`config.mk`:
```
export PLATFORM = sky130hd
export DESIGN_NAME = cfg_serial_slave
export DESIGN_NICKNAME = d
export VERILOG_FILES = /design/src/rtl/csl_pkg.sv /design/src/rtl/csl_edge_det.sv /design/src/rtl/csl_regbank.sv /design/src/rtl/csl_frame_ctl.sv /design/src/rtl/cfg_serial_slave.sv
export SDC_FILE = /design/constraint.sdc
export NUM_CORES = 1
export LEC_CHECK = 0
export ABC_AREA = 1
export BUFFER_PORTS_ARGS = -buffer_cell sky130_fd_sc_hd__buf_2
export CORE_AREA = 5 5 153 155
export DETAILED_ROUTE_END_ITERATION = 10
export DIE_AREA = 0 0 158 160
export PLACE_DENSITY = 0.76
export SYNTH_ARGS = -nofsm -noshare
export SYNTH_HDL_FRONTEND = slang
export SYNTH_SLANG_ARGS = --single-unit
```
`constraint.sdc`:
```
create_clock -name clk -period 2 [get_ports clk]
set_input_delay 0.4 -clock clk [delete_from_list [all_inputs] [get_ports clk]]
set_output_delay 0.4 -clock clk [all_outputs]
set_load 0.01 [all_outputs]
```
`src/rtl/csl_pkg.sv`:
```
package csl_pkg;
    // width of a counter that must hold values 0..n inclusive
    function automatic int unsigned cnt_width(input int unsigned n);
        return (n < 2) ? 1 : $clog2(n + 1);
    endfunction
endpackage

```
`src/rtl/csl_edge_det.sv`:
```
module csl_edge_det #(
    parameter int unsigned N = 2
) (
    input  logic         clk,
    input  logic         rst,
    input  logic [N-1:0] sig,
    output logic [N-1:0] rise
);
    typedef struct packed {
        logic [N-1:0] prev;
    } st_t;

    st_t st_d, st_q;

    always_comb begin
        st_d.prev = sig;
    end

    for (genvar g = 0; g < N; g++) begin : g_rise
        assign rise[g] = sig[g] & ~st_q.prev[g];
    end

    always_ff @(posedge clk) begin
        if (rst) st_q <= '0;
        else     st_q <= st_d;
    end
endmodule

```
`src/rtl/csl_regbank.sv`:
```
module csl_regbank #(
    parameter int unsigned ADDR_W = 4,
    parameter int unsigned DATA_W = 12
) (
    input  logic              clk,
    input  logic              rst,
    input  logic              wr_en,
    input  logic [ADDR_W-1:0] wr_addr,
    input  logic [DATA_W-1:0] wr_data,
    input  logic [ADDR_W-1:0] ra_addr,
    output logic [DATA_W-1:0] ra_data,
    input  logic [ADDR_W-1:0] rb_addr,
    output logic [DATA_W-1:0] rb_data
);
    localparam int unsigned NUM_WORDS = 1 << ADDR_W;

    logic [NUM_WORDS-1:0][DATA_W-1:0] mem_d, mem_q;

    always_comb begin
        mem_d = mem_q;
        if (wr_en) mem_d[wr_addr] = wr_data;
    end

    assign ra_data = mem_q[ra_addr];
    assign rb_data = mem_q[rb_addr];

    always_ff @(posedge clk) begin
        if (rst) mem_q <= '0;
        else     mem_q <= mem_d;
    end

    AST_WORD_COMMIT: assert property (@(posedge clk) disable iff (rst)
        wr_en |=> mem_q[$past(wr_addr)] == $past(wr_data));
    AST_BANK_STABLE: assert property (@(posedge clk) disable iff (rst)
        !wr_en |=> $stable(mem_q));
endmodule

```
`src/rtl/csl_frame_ctl.sv`:
```
module csl_frame_ctl #(
    parameter int unsigned ADDR_W = 4,
    parameter int unsigned DATA_W = 12
) (
    input  logic              clk,
    input  logic              rst,
    input  logic              sel_n,
    input  logic              dir,
    input  logic              dir_rise,
    input  logic              clk_rise,
    input  logic              sdi,
    output logic              sdo,
    output logic              wr_en,
    output logic [ADDR_W-1:0] wr_addr,
    output logic [DATA_W-1:0] wr_data,
    output logic [ADDR_W-1:0] rd_addr,
    input  logic [DATA_W-1:0] rd_data
);
    import csl_pkg::*;

    localparam int unsigned FRAME_LEN = ADDR_W + DATA_W;
    localparam int unsigned CNT_W     = cnt_width(FRAME_LEN);
    localparam logic [CNT_W-1:0] CNT_ADDR = CNT_W'(ADDR_W);
    localparam logic [CNT_W-1:0] CNT_FULL = CNT_W'(FRAME_LEN);
    localparam logic [CNT_W-1:0] CNT_LAST = CNT_W'(FRAME_LEN - 1);

    typedef struct packed {
        logic [CNT_W-1:0]  cnt;
        logic [ADDR_W-1:0] addr;
        logic [DATA_W-1:0] shreg;
        logic              rd_frame;
    } st_t;

    st_t st_d, st_q;

    always_comb begin
        st_d    = st_q;
        wr_en   = 1'b0;
        wr_data = {sdi, st_q.shreg[DATA_W-1:1]};
        if (sel_n) begin
            // frame closed: counter and frame state return to idle
            st_d.cnt      = '0;
            st_d.addr     = '0;
            st_d.rd_frame = 1'b0;
        end else begin
            if (dir) st_d.rd_frame = 1'b1;
            if (dir_rise) begin
                if (st_q.cnt >= CNT_ADDR) st_d.shreg = rd_data;
            end else if (clk_rise) begin
                if (dir) begin
                    st_d.shreg = {1'b0, st_q.shreg[DATA_W-1:1]};
                end else begin
                    for (int i = 0; i < int'(ADDR_W); i++) begin
                        if (st_q.cnt == CNT_W'(i)) st_d.addr[i] = sdi;
                    end
                    if (!st_q.rd_frame && st_q.cnt >= CNT_ADDR && st_q.cnt < CNT_FULL) begin
                        st_d.shreg = wr_data;
                        wr_en      = (st_q.cnt == CNT_LAST);
                    end
                    if (st_q.cnt < CNT_FULL) st_d.cnt = st_q.cnt + 1'b1;
                end
            end
        end
    end

    assign wr_addr = st_q.addr;
    assign rd_addr = st_q.addr;
    assign sdo     = st_q.shreg[0];

    always_ff @(posedge clk) begin
        if (rst) st_q <= '0;
        else     st_q <= st_d;
    end

    AST_CNT_CLEAR: assert property (@(posedge clk) disable iff (rst)
        sel_n |=> st_q.cnt == '0);
    AST_CNT_BOUND: assert property (@(posedge clk) disable iff (rst)
        st_q.cnt <= CNT_FULL);
    AST_NO_WRITE_DESELECTED: assert property (@(posedge clk) disable iff (rst)
        sel_n |-> !wr_en);
    AST_PAD_ZERO: assert property (@(posedge clk) disable iff (rst)
        (!sel_n && dir && !dir_rise && clk_rise) |=> st_q.shreg[DATA_W-1] == 1'b0);
endmodule

```
`src/rtl/cfg_serial_slave.sv`:
```
module cfg_serial_slave #(
    parameter int unsigned ADDR_W = 4,
    parameter int unsigned DATA_W = 12
) (
    input  logic              clk,
    input  logic              rst,
    input  logic              ser_sel_n,
    input  logic              ser_dir,
    input  logic              ser_clk,
    input  logic              sdio_in,
    output logic              sdio_out,
    output logic              sdio_oe,
    input  logic [ADDR_W-1:0] par_addr,
    output logic [DATA_W-1:0] par_data
);
    logic [1:0]        rise;
    logic              wr_en;
    logic [ADDR_W-1:0] wr_addr, rd_addr;
    logic [DATA_W-1:0] wr_data, rd_data;

    csl_edge_det #(.N(2)) u_edges (
        .clk  (clk),
        .rst  (rst),
        .sig  ({ser_dir, ser_clk}),
        .rise (rise)
    );

    csl_frame_ctl #(.ADDR_W(ADDR_W), .DATA_W(DATA_W)) u_ctl (
        .clk      (clk),
        .rst      (rst),
        .sel_n    (ser_sel_n),
        .dir      (ser_dir),
        .dir_rise (rise[1]),
        .clk_rise (rise[0]),
        .sdi      (sdio_in),
        .sdo      (sdio_out),
        .wr_en    (wr_en),
        .wr_addr  (wr_addr),
        .wr_data  (wr_data),
        .rd_addr  (rd_addr),
        .rd_data  (rd_data)
    );

    csl_regbank #(.ADDR_W(ADDR_W), .DATA_W(DATA_W)) u_bank (
        .clk     (clk),
        .rst     (rst),
        .wr_en   (wr_en),
        .wr_addr (wr_addr),
        .wr_data (wr_data),
        .ra_addr (rd_addr),
        .ra_data (rd_data),
        .rb_addr (par_addr),
        .rb_data (par_data)
    );

    assign sdio_oe = ~ser_sel_n & ser_dir;

    AST_OE_DESELECTED: assert property (@(posedge clk) disable iff (rst)
        ser_sel_n |-> !sdio_oe);
    AST_OE_WRITE_DIR: assert property (@(posedge clk) disable iff (rst)
        !ser_dir |-> !sdio_oe);
endmodule

```
# Word-level counts from Yosys, hierarchy flattened
# Cells that the tools add are included.
# Widths: inputs -> output; s select.
# word_totals
ff_bits	216
wordCells	74
# classes
eq_ne	5
addsub	1
n_reduce_logical	14
n_mux	17
order_cmp	5
bitwise_logic	8
# ops
operator	n
$bwmux 192	1
$bmux 12 s4	2
$mux 12	8
$demux 12 s4	1
$reduce_and 4->1	6
$eq 5x2->1 const B	2
$lt 4x5->1 const B	2
$add 5x1->5 const B	1
$eq 5x1->1 const B	1
$eq 5x4->1 const B	1
$ge 5x3->1 const B	1
$logic_not 5->1	1
$lt 5x5->1 const B	1
$mux 1	5
$not 1->1	5
$ge 4x1->1 const B	1
$and 1x1->1	3
$logic_and 1x1->1	3
$reduce_bool 3->1	1
$ne 2x2->1 const B	1
$reduce_bool 2->1	1
$reduce_or 2->1	1
$logic_not 1->1	1

# Logic depth before layout (Yosys ltp)
# Gate-level depths: netlist (run 1).
# logic_depth
word_depth	8
ltp_mapped	11
mapped_depth_nobuf	10

# By module
# A second synthesis (run 1) with hierarchy kept.
# hier_totals
hier_cells	2035
hier_area_um2	12605.8
# modules_own_cells
module	area_per_inst_um2	n_inst	cells_per_inst
csl_regbank	10923.0	1	1785
csl_frame_ctl	1610.3	1	240
csl_edge_det	62.6	1	8
cfg_serial_slave	10.0	1	2

# Worst setup path after synthesis (run 1)
# OpenSTA, ideal clock, no wires.
# synth_timing
path_kind	register -> register
start	reg u_ctl.st_q[17] in the netlist's numbering
end	reg u_bank.mem_q[131] in the netlist's numbering
arrival_ns	1.753
path_slack_ns	0.134
required_time_ns	1.887
stages_incl_launch_ff	11
n_path_buf	1
cell_sequence	dfxtp_1 > ha_1 > inv_1 > nor3_1 > ha_1 > nand4_4 > nor2_4 > nand2_4 > buf_2 > nor2_1 > nor2_1
# synth_via
elab_chain_cells	8
elab_cells_between_ends	10
classes_between	order compare: 2; eq/ne: 1; mux: 5; reduce/logical: 2
# synth_lines
element	line	source
from (decl)	csl_frame_ctl.sv:34	st_t st_d, st_q;
from (signal assigned)	csl_frame_ctl.sv:72	else st_q <= st_d;
$ge 5x3->1	csl_frame_ctl.sv:56	if (!st_q.rd_frame && st_q.cnt >= CNT_ADDR && st_q.cnt < CNT_FULL) begin
$logic_and 1x1->1 (2 in series)	csl_frame_ctl.sv:56	
$mux 1 (*)	csl_frame_ctl.sv:56	
$mux 1 (*)	csl_frame_ctl.sv:50	if (dir) begin
$mux 1 (*)	csl_frame_ctl.sv:49	end else if (clk_rise) begin
$mux 1 (*)	csl_frame_ctl.sv:47	if (dir_rise) begin
$mux 1 (*)	csl_frame_ctl.sv:40	if (sel_n) begin
to (signal assigned)	csl_regbank.sv:29	else mem_q <= mem_d;
to (decl)	csl_regbank.sv:17	logic [NUM_WORDS-1:0][DATA_W-1:0] mem_d, mem_q;
# Mark *: on every way between the ends. The rest lies on a longest branch, timed or not.
# A chain may end at the register's enable or synchronous reset.

# Worst setup path in the final report (run 1)
# layout_timing
start	reg u_bank.mem_q[156] in the netlist's numbering
end	out par_data[0]
# layout_via
elab_chain_cells	2
# layout_lines
element	line	source
$bmux 12 s4	csl_regbank.sv:25	assign rb_data = mem_q[rb_addr];
$mux 12 (not written as such)	csl_regbank.sv:25	
to (decl)	cfg_serial_slave.sv:14	output logic [DATA_W-1:0] par_data
# Every way passes these cells. The select of a mux whose other input is x is not followed.

==> flow_summary.json, run 1 <==
{
  "maxSlewViolCount": 0,
  "clk_latency_ns": 0.53,
  "clock_path_buffers": 3,
  "hpwl_mm": 25.4,
  "cp.required_ns": 1.60,
  "tightest_slew_ns": 0.727,
  "synth_xor_area_share_pct": 0,
  "synth_top_family_by_area": "simple AND/OR/NAND/NOR gates",
  "place.gp.congestion": 0.907,
  "boundaryPins": 24,
  "power_mw": 9.68,
  "wirelength_mm": 45.5,
  "numPortBuffers": 23,
  "grtUsageTotal_pct": 31.6,
  "ys_ff_latch": 216,
  "antenna_found_initial": 0,
  "core_area_um2": 21700,
  "cts.sinks": 216,
  "first_pass_iters": 6,
  "drtIter0Drc": 1940,
  "cts_tree": "done",
  "skew_ns": 0.0127,
  "period_needed_ns": 2.05,
  "status": "finished, violations left",
  "relSlewSlack_pct": 51.4,
  "clk_pin_slew_ns": 0.06,
  "holdWs_ns": 0.106,
  "critical_path_arrival_ns": 1.65,
  "synthesis.nets": 2251,
  "drv_cap": 0,
  "synth_compound_area_share_pct": 12.1,
  "fin_crit_sh_pct": 103,
  "drcViolationCount": 0,
  "hold_class": "input pin to register",
  "cellLeakagePower_nw": 8.32,
  "async_flop_share_pct": 0,
  "root_buffer": "clkbuf_16",
  "setup_ws_ns": -0.0505,
  "rr_worst_depth": 12,
  "max_freq_ghz": 0.488,
  "final_area_um2": 15600,
  "failed_checks": "negative setup slack",
  "fp.dieW_um": 158,
  "critPathLaunchType": "register",
  "fp-row-count": 54,
  "p_per_area_nw_per_um2": 619,
  "ys.flop_type": "dfxtp_1",
  "overflow": 0,
  "avgSynthCellArea_um2": 5.78,
  "drive_gt1_share_pct": 15.6,
  "ys_warn_count": 0,
  "yosys.area_share.simple_pct": 41.4,
  "syn_area_um2": 12900,
  "synth_edf_count": 0,
  "hold_viol": 0,
  "grt_max_degree": 70,
  "synthAdderAreaFrac_pct": 0.484,
  "cp-end-kind": "output port",
  "post_drt_wl_per_cell_um": 17.8,
  "ys_types": 25,
  "rsz0062_at_grt": "yes",
  "htree_levels": 1,
  "antenna_cells": 0,
  "crit_path_max_fanout": 2,
  "ant_nets": 0,
  "setup_viol": 4,
  "hold_depth": 3,
  "syn2layout_area_growth_pct": 20.9,
  "tns_ns": -0.143,
  "start_util_pct": 59.6,
  "dieArea_um2": 25300,
  "layout_common_cells": "nand2_1, nor2_1, inv_1",
  "cts_buffers": 25,
  "grt_pass1_vias": 12459,
  "syn_inst": 2236,
  "place_area_um2": 13700,
  "die_h_um": 160,
  "crit_type": "register to output port",
  "hold_buffers": 0,
  "viasPerCell": 5.59,
  "grt_pass1_wl_mm": 64.6,
  "synth_mux_area_share_pct": 0,
  "ys_seq_area_share_pct": 33.5,
  "finish.net_count": 2271,
  "via_count": 14274,
  "layout_commonest_cell": "nand2_1",
  "peakVddDrop_uv": 634
}
worst paths after layout:
path,end,from,slack [ns]
setup / recovery,par_data[0],u_bank.mem_q[156],-0.05
hold / removal,u_edges.st_q[0],ser_clk,0.11
setup reg to reg,u_bank.mem_q[30],u_ctl.st_q[17],0
hold reg to reg,u_ctl.st_q[0],u_ctl.st_q[0],0.48
through the flow:
step	setup WS, ns	util [%]	instances
final	-0.0505	72.1	2554
after global routing	-0.110	72.1	2554
after CTS	-0.0493	67.9	2530
after detailed placement	-0.0341	63.3	2471
after global placement	-0.0426	63.3	2471
after floorplan	0.134	-	2236
cell families after synthesis:
| family | after synthesis |
|---|---|
| AOI/OAI and AO/OA | 288 |
| adders and majority gates | 5 |
| buffers and inverters | 375 |
| DFF | 216 |
| and+or+nand+nor | 1352 |
critical path, stage by stage, from the launching register on:
cell and delay, ns:
dfxtp_1 0.33, inv_1 0.08, a21oi_2 0.13, o21ai_0 0.09, o21ai_1 0.10, o221ai_2 0.12, nand2_2 0.15, buf_6 0.12
report_power, final:
group	internal, mW	switching [mW]	total (mW)
sequential	4.31	0.00673	4.32
combinational	0.278	0.540	0.818
clock	2.66	1.88	4.54
total	7.25	2.43	9.68
what timing repair did:
action | 4_1_cts | 5_1_grt
gates cloned | 1 | 15
pin swaps | 7 | 44
setup endpoints to repair | 44 | 204
buffers inserted | 13 | 11
resized for setup | 16 | 179
layer usage:
layer | up-vias | track usage (%) | part of all wire, %
met1 | 6380 | 41.9 | 38
met4 | 0 | 15.0 | 6.5
met2 | 860 | 49.4 | 44
met3 | 213 | 5.85 | 12
li1 | 6821 | - | -
met5 | - | 0 | 0
cell usage after synthesis, types with 7 or more instances:
library cell	count	area, µm²
nand2_4	16	180
dfxtp_1	216	4320
o221ai_1	24	210
or2_2	10	62.6
buf_6	17	191
a21oi_1	121	606
nand2_1	837	3140
inv_1	216	811
nand3_1	18	90.1
o21bai_1	11	82.6
buf_2	55	275
buf_1	26	97.6
o21ai_0	132	661
clkbuf_1	52	195
nor2_1	447	1680
nor2_4	7	78.8
nand4_1	12	75.1
final cells by class:
cell class / count / area (µm²)
inverter: 221 / 835
clock inverter: 6 / 62.6
sequential: 216 / 4350
multi-input combinational: 1648 / 7430
clock buffer: 39 / 738
timing repair buffer: 144 / 1860
tap: 280 / 350
fill: 1770 / 6060
registers in the layout, summed over array words and instances, names as in the netlist:
name / cells
u_ctl.st_q: 6
u_ctl.wr_data: 11
u_ctl.sdo: 1
u_edges.st_q: 2
u_ctl.rd_addr: 4
u_bank.mem_q: 192
No activity file was read; power rests on OpenSTA's default activity.
==> run 2: changes to the inputs <==
--- a/config.mk
+++ b/config.mk
@@ -10,7 +10,7 @@
 export CORE_AREA = 5 5 153 155
 export DETAILED_ROUTE_END_ITERATION = 10
 export DIE_AREA = 0 0 158 160
-export PLACE_DENSITY = 0.76
+export PLACE_DENSITY = 0.75
 export SYNTH_ARGS = -nofsm -noshare
 export SYNTH_HDL_FRONTEND = slang
 export SYNTH_SLANG_ARGS = --single-unit
==> run 2 against run 1 <==
The flow still finishes with violations (negative setup slack). Final cell count is 0.47% higher. First-iteration DRC count is 9.9% lower. Clock power hardly changed. Total power is 0.26% higher. Hold slack better by 0.0041 ns. Non-clock buffer count is 13 higher. Sequential cell count stayed put. Routed wire length is 5.0% lower. Die area stayed put. Sequential power hardly changed. Fmax is 3.5% lower. Clock skew is 0.0083 ns higher. Largest cell class unchanged.
==> flow_summary.json, run 2 (same netlist as run 1, synthesis figures left out) <==
{
  "reg2reg_from": "u_ctl.st_q[17]",
  "overflow": 0,
  "p_per_area_nw_per_um2": 632,
  "setup_viol": 8,
  "peakVddDrop_uv": 543,
  "root_buffer": "clkbuf_16",
  "crit_start": "u_bank.mem_q[81]",
  "boundaryPins": 24,
  "fillers": 1848,
  "via_count": 14038,
  "fp.dieW_um": 158,
  "rsz0062_at_grt": "yes",
  "max_flop_register": "u_bank.mem_q",
  "post_drt_wl_per_cell_um": 16.9,
  "grt_max_degree": 56,
  "critPathMaxStageDelay_ns": 0.32,
  "layout_commonest_cell": "nand2_1",
  "layout_common_cells": "nand2_1, nor2_1, dfxtp_1",
  "cp_num_cells": 8,
  "drtIter0Drc": 1748,
  "cp.required_ns": 1.60,
  "largest_reg_flops": 192,
  "crit_slowest_cell": "dfxtp_2",
  "skew_ns": 0.0211,
  "clock_path_buffers": 3,
  "fp-row-count": 54,
  "dieArea_um2": 25300,
  "grt_pass1_wl_mm": 64.7,
  "tightest_slew_ns": 0.844,
  "path_delay_family": "compound AO/OA/AOI/OAI gates",
  "crit_chain": "inv_2 > nor2_2 > a21oi_2 > o21ai_2 > o221ai_2 > buf_4 > nand2_2 > buf_6",
  "hpwl_mm": 25.4,
  "wirelength_mm": 43.2,
  "post-route-util_pct": 70.8,
  "cp-end-kind": "output port",
  "drv_cap": 0,
  "setup_ws_ns": -0.124,
  "start_util_pct": 59.6,
  "clk_pin_slew_ns": 0.06,
  "failed_checks": "negative setup slack",
  "place.gp.congestion": 0.916,
  "first_pass_iters": 6,
  "die_h_um": 160,
  "clk_latency_ns": 0.54,
  "drcViolationCount": 0,
  "holdWs_ns": 0.110,
  "endpoint": "par_data[9]",
  "status": "finished, violations left",
  "cts.sinks": 216,
  "htree_levels": 1,
  "critPathLaunchType": "register",
  "rr_worst_depth": 11,
  "crit_path_max_fanout": 2,
  "antenna_cells": 0,
  "syn2layout_area_growth_pct": 18.8,
  "cp.buffers_inverters": 3,
  "cts_tree": "done",
  "hold_class": "input pin to register",
  "grtUsageTotal_pct": 31.7,
  "drive_gt1_share_pct": 16.1,
  "antenna_found_initial": 1,
  "multi_input_area_um2": 7400,
  "hold_viol": 0,
  "cellLeakagePower_nw": 8.30,
  "viasPerCell": 5.47,
  "core_area_um2": 21700,
  "crit_type": "register to output port",
  "ant_nets": 0,
  "cts_buffers": 25,
  "reg2reg_slack_ns": 0.04,
  "grt_pass1_vias": 12438,
  "timing.rr.end": "u_bank.mem_q[94]",
  "critical_path_arrival_ns": 1.72,
  "fin_crit_sh_pct": 106,
  "seq_area_um2": 4360,
  "period_needed_ns": 2.12,
  "maxSlewViolCount": 0,
  "finish.net_count": 2285,
  "relSlewSlack_pct": 43.7,
  "max_freq_ghz": 0.471,
  "numPortBuffers": 23
}
==> run 2: cell types whose count changed in the layout (fill, tap and decap cells not counted), moves of 8 or more <==
cell,change
buf_12,-21
o21ai_0,-15
buf_4,+40
o21ai_1,+8
nand2_4,-9
nand2_1,+24
nand2_2,-14
inv_2,+8
inv_1,-8
==> run 2: cell type report <==
cell class                 count  area share, %
clock buffer                  35           4.58
multi-input combinational   1649           48.2
clock inverter                 8          0.627
sequential                   216           28.4
timing repair buffer         157           10.5
tap                          280           2.28
inverter                     221           5.43
==> run 2: worst min-delay path by stage <==
stage,start,to,slack [ns],depth (start not counted)
floorplan,u_ctl.st_q[0],u_ctl.st_q[0],0.43,2
detailed placement,u_ctl.sdo,u_ctl.sdo,0.46,2
CTS,ser_clk,u_edges.st_q[0],0.1,3
global placement,u_ctl.st_q[0],u_ctl.st_q[0],0.45,2
global route,ser_clk,u_edges.st_q[0],0.12,3
finish,ser_clk,u_edges.st_q[0],0.11,3
==> run 2: layer usage <==
| layer | global-route usage [%] | vias to the layer above | part of all wire (%) | wire length, µm |
|---|---|---|---|---|
| met1 | 41.9 | 6240 | 40 | 17100 |
| met4 | 12.9 | 2 | 5.1 | 2200 |
| met2 | 51.8 | 768 | 44 | 19100 |
| met5 | 0 | - | 0.030 | 13 |
| met3 | 4.76 | 168 | 11 | 4790 |
| li1 | - | 6860 | - | - |
==> run 2: timing repair <==
action,4_1_cts,5_1_grt
gates resized for setup,53,149
gates cloned,2,7
setup buffers,30,15
hold buffers,0,0
pin swaps,18,46
setup endpoints to repair,31,204
==> run 2: worst reg2reg max path, cell delays in order (launching register included) <==
cell     delay, ns
dfxtp_2       0.35
ha_4          0.14
inv_2         0.03
nor3_2        0.11
ha_2          0.23
nand4_4       0.19
nor2_4        0.16
buf_4         0.17
buf_12        0.15
nand2_8       0.13
nor2_1        0.15
nor2_1        0.06
==> run 2: metrics by stage <==
| stage | std cells | cell area (µm²) | worst slack [ns] | total power, mW | TNS, ns |
|---|---|---|---|---|---|
| floorplan | 2236 | 12900 | 0.134 | 4.82 | 0 |
| global placement | 2472 | 13500 | -0.156 | 5.10 | -0.414 |
| detailed placement | 2472 | 13500 | -0.178 | 5.10 | -0.600 |
| CTS | 2547 | 14800 | -0.146 | 9.65 | -0.580 |
| global route | 2566 | 15400 | -0.176 | 9.97 | -1.66 |
| finish | 2566 | 15400 | -0.124 | 9.70 | -0.396 |
==> run 2: where the power goes <==
part,switching [mW],leakage (nW),internal [mW]
Clock,1.86,0.393,2.69
Sequential,0.00713,1.75,4.31
Combinational,0.539,6.15,0.283
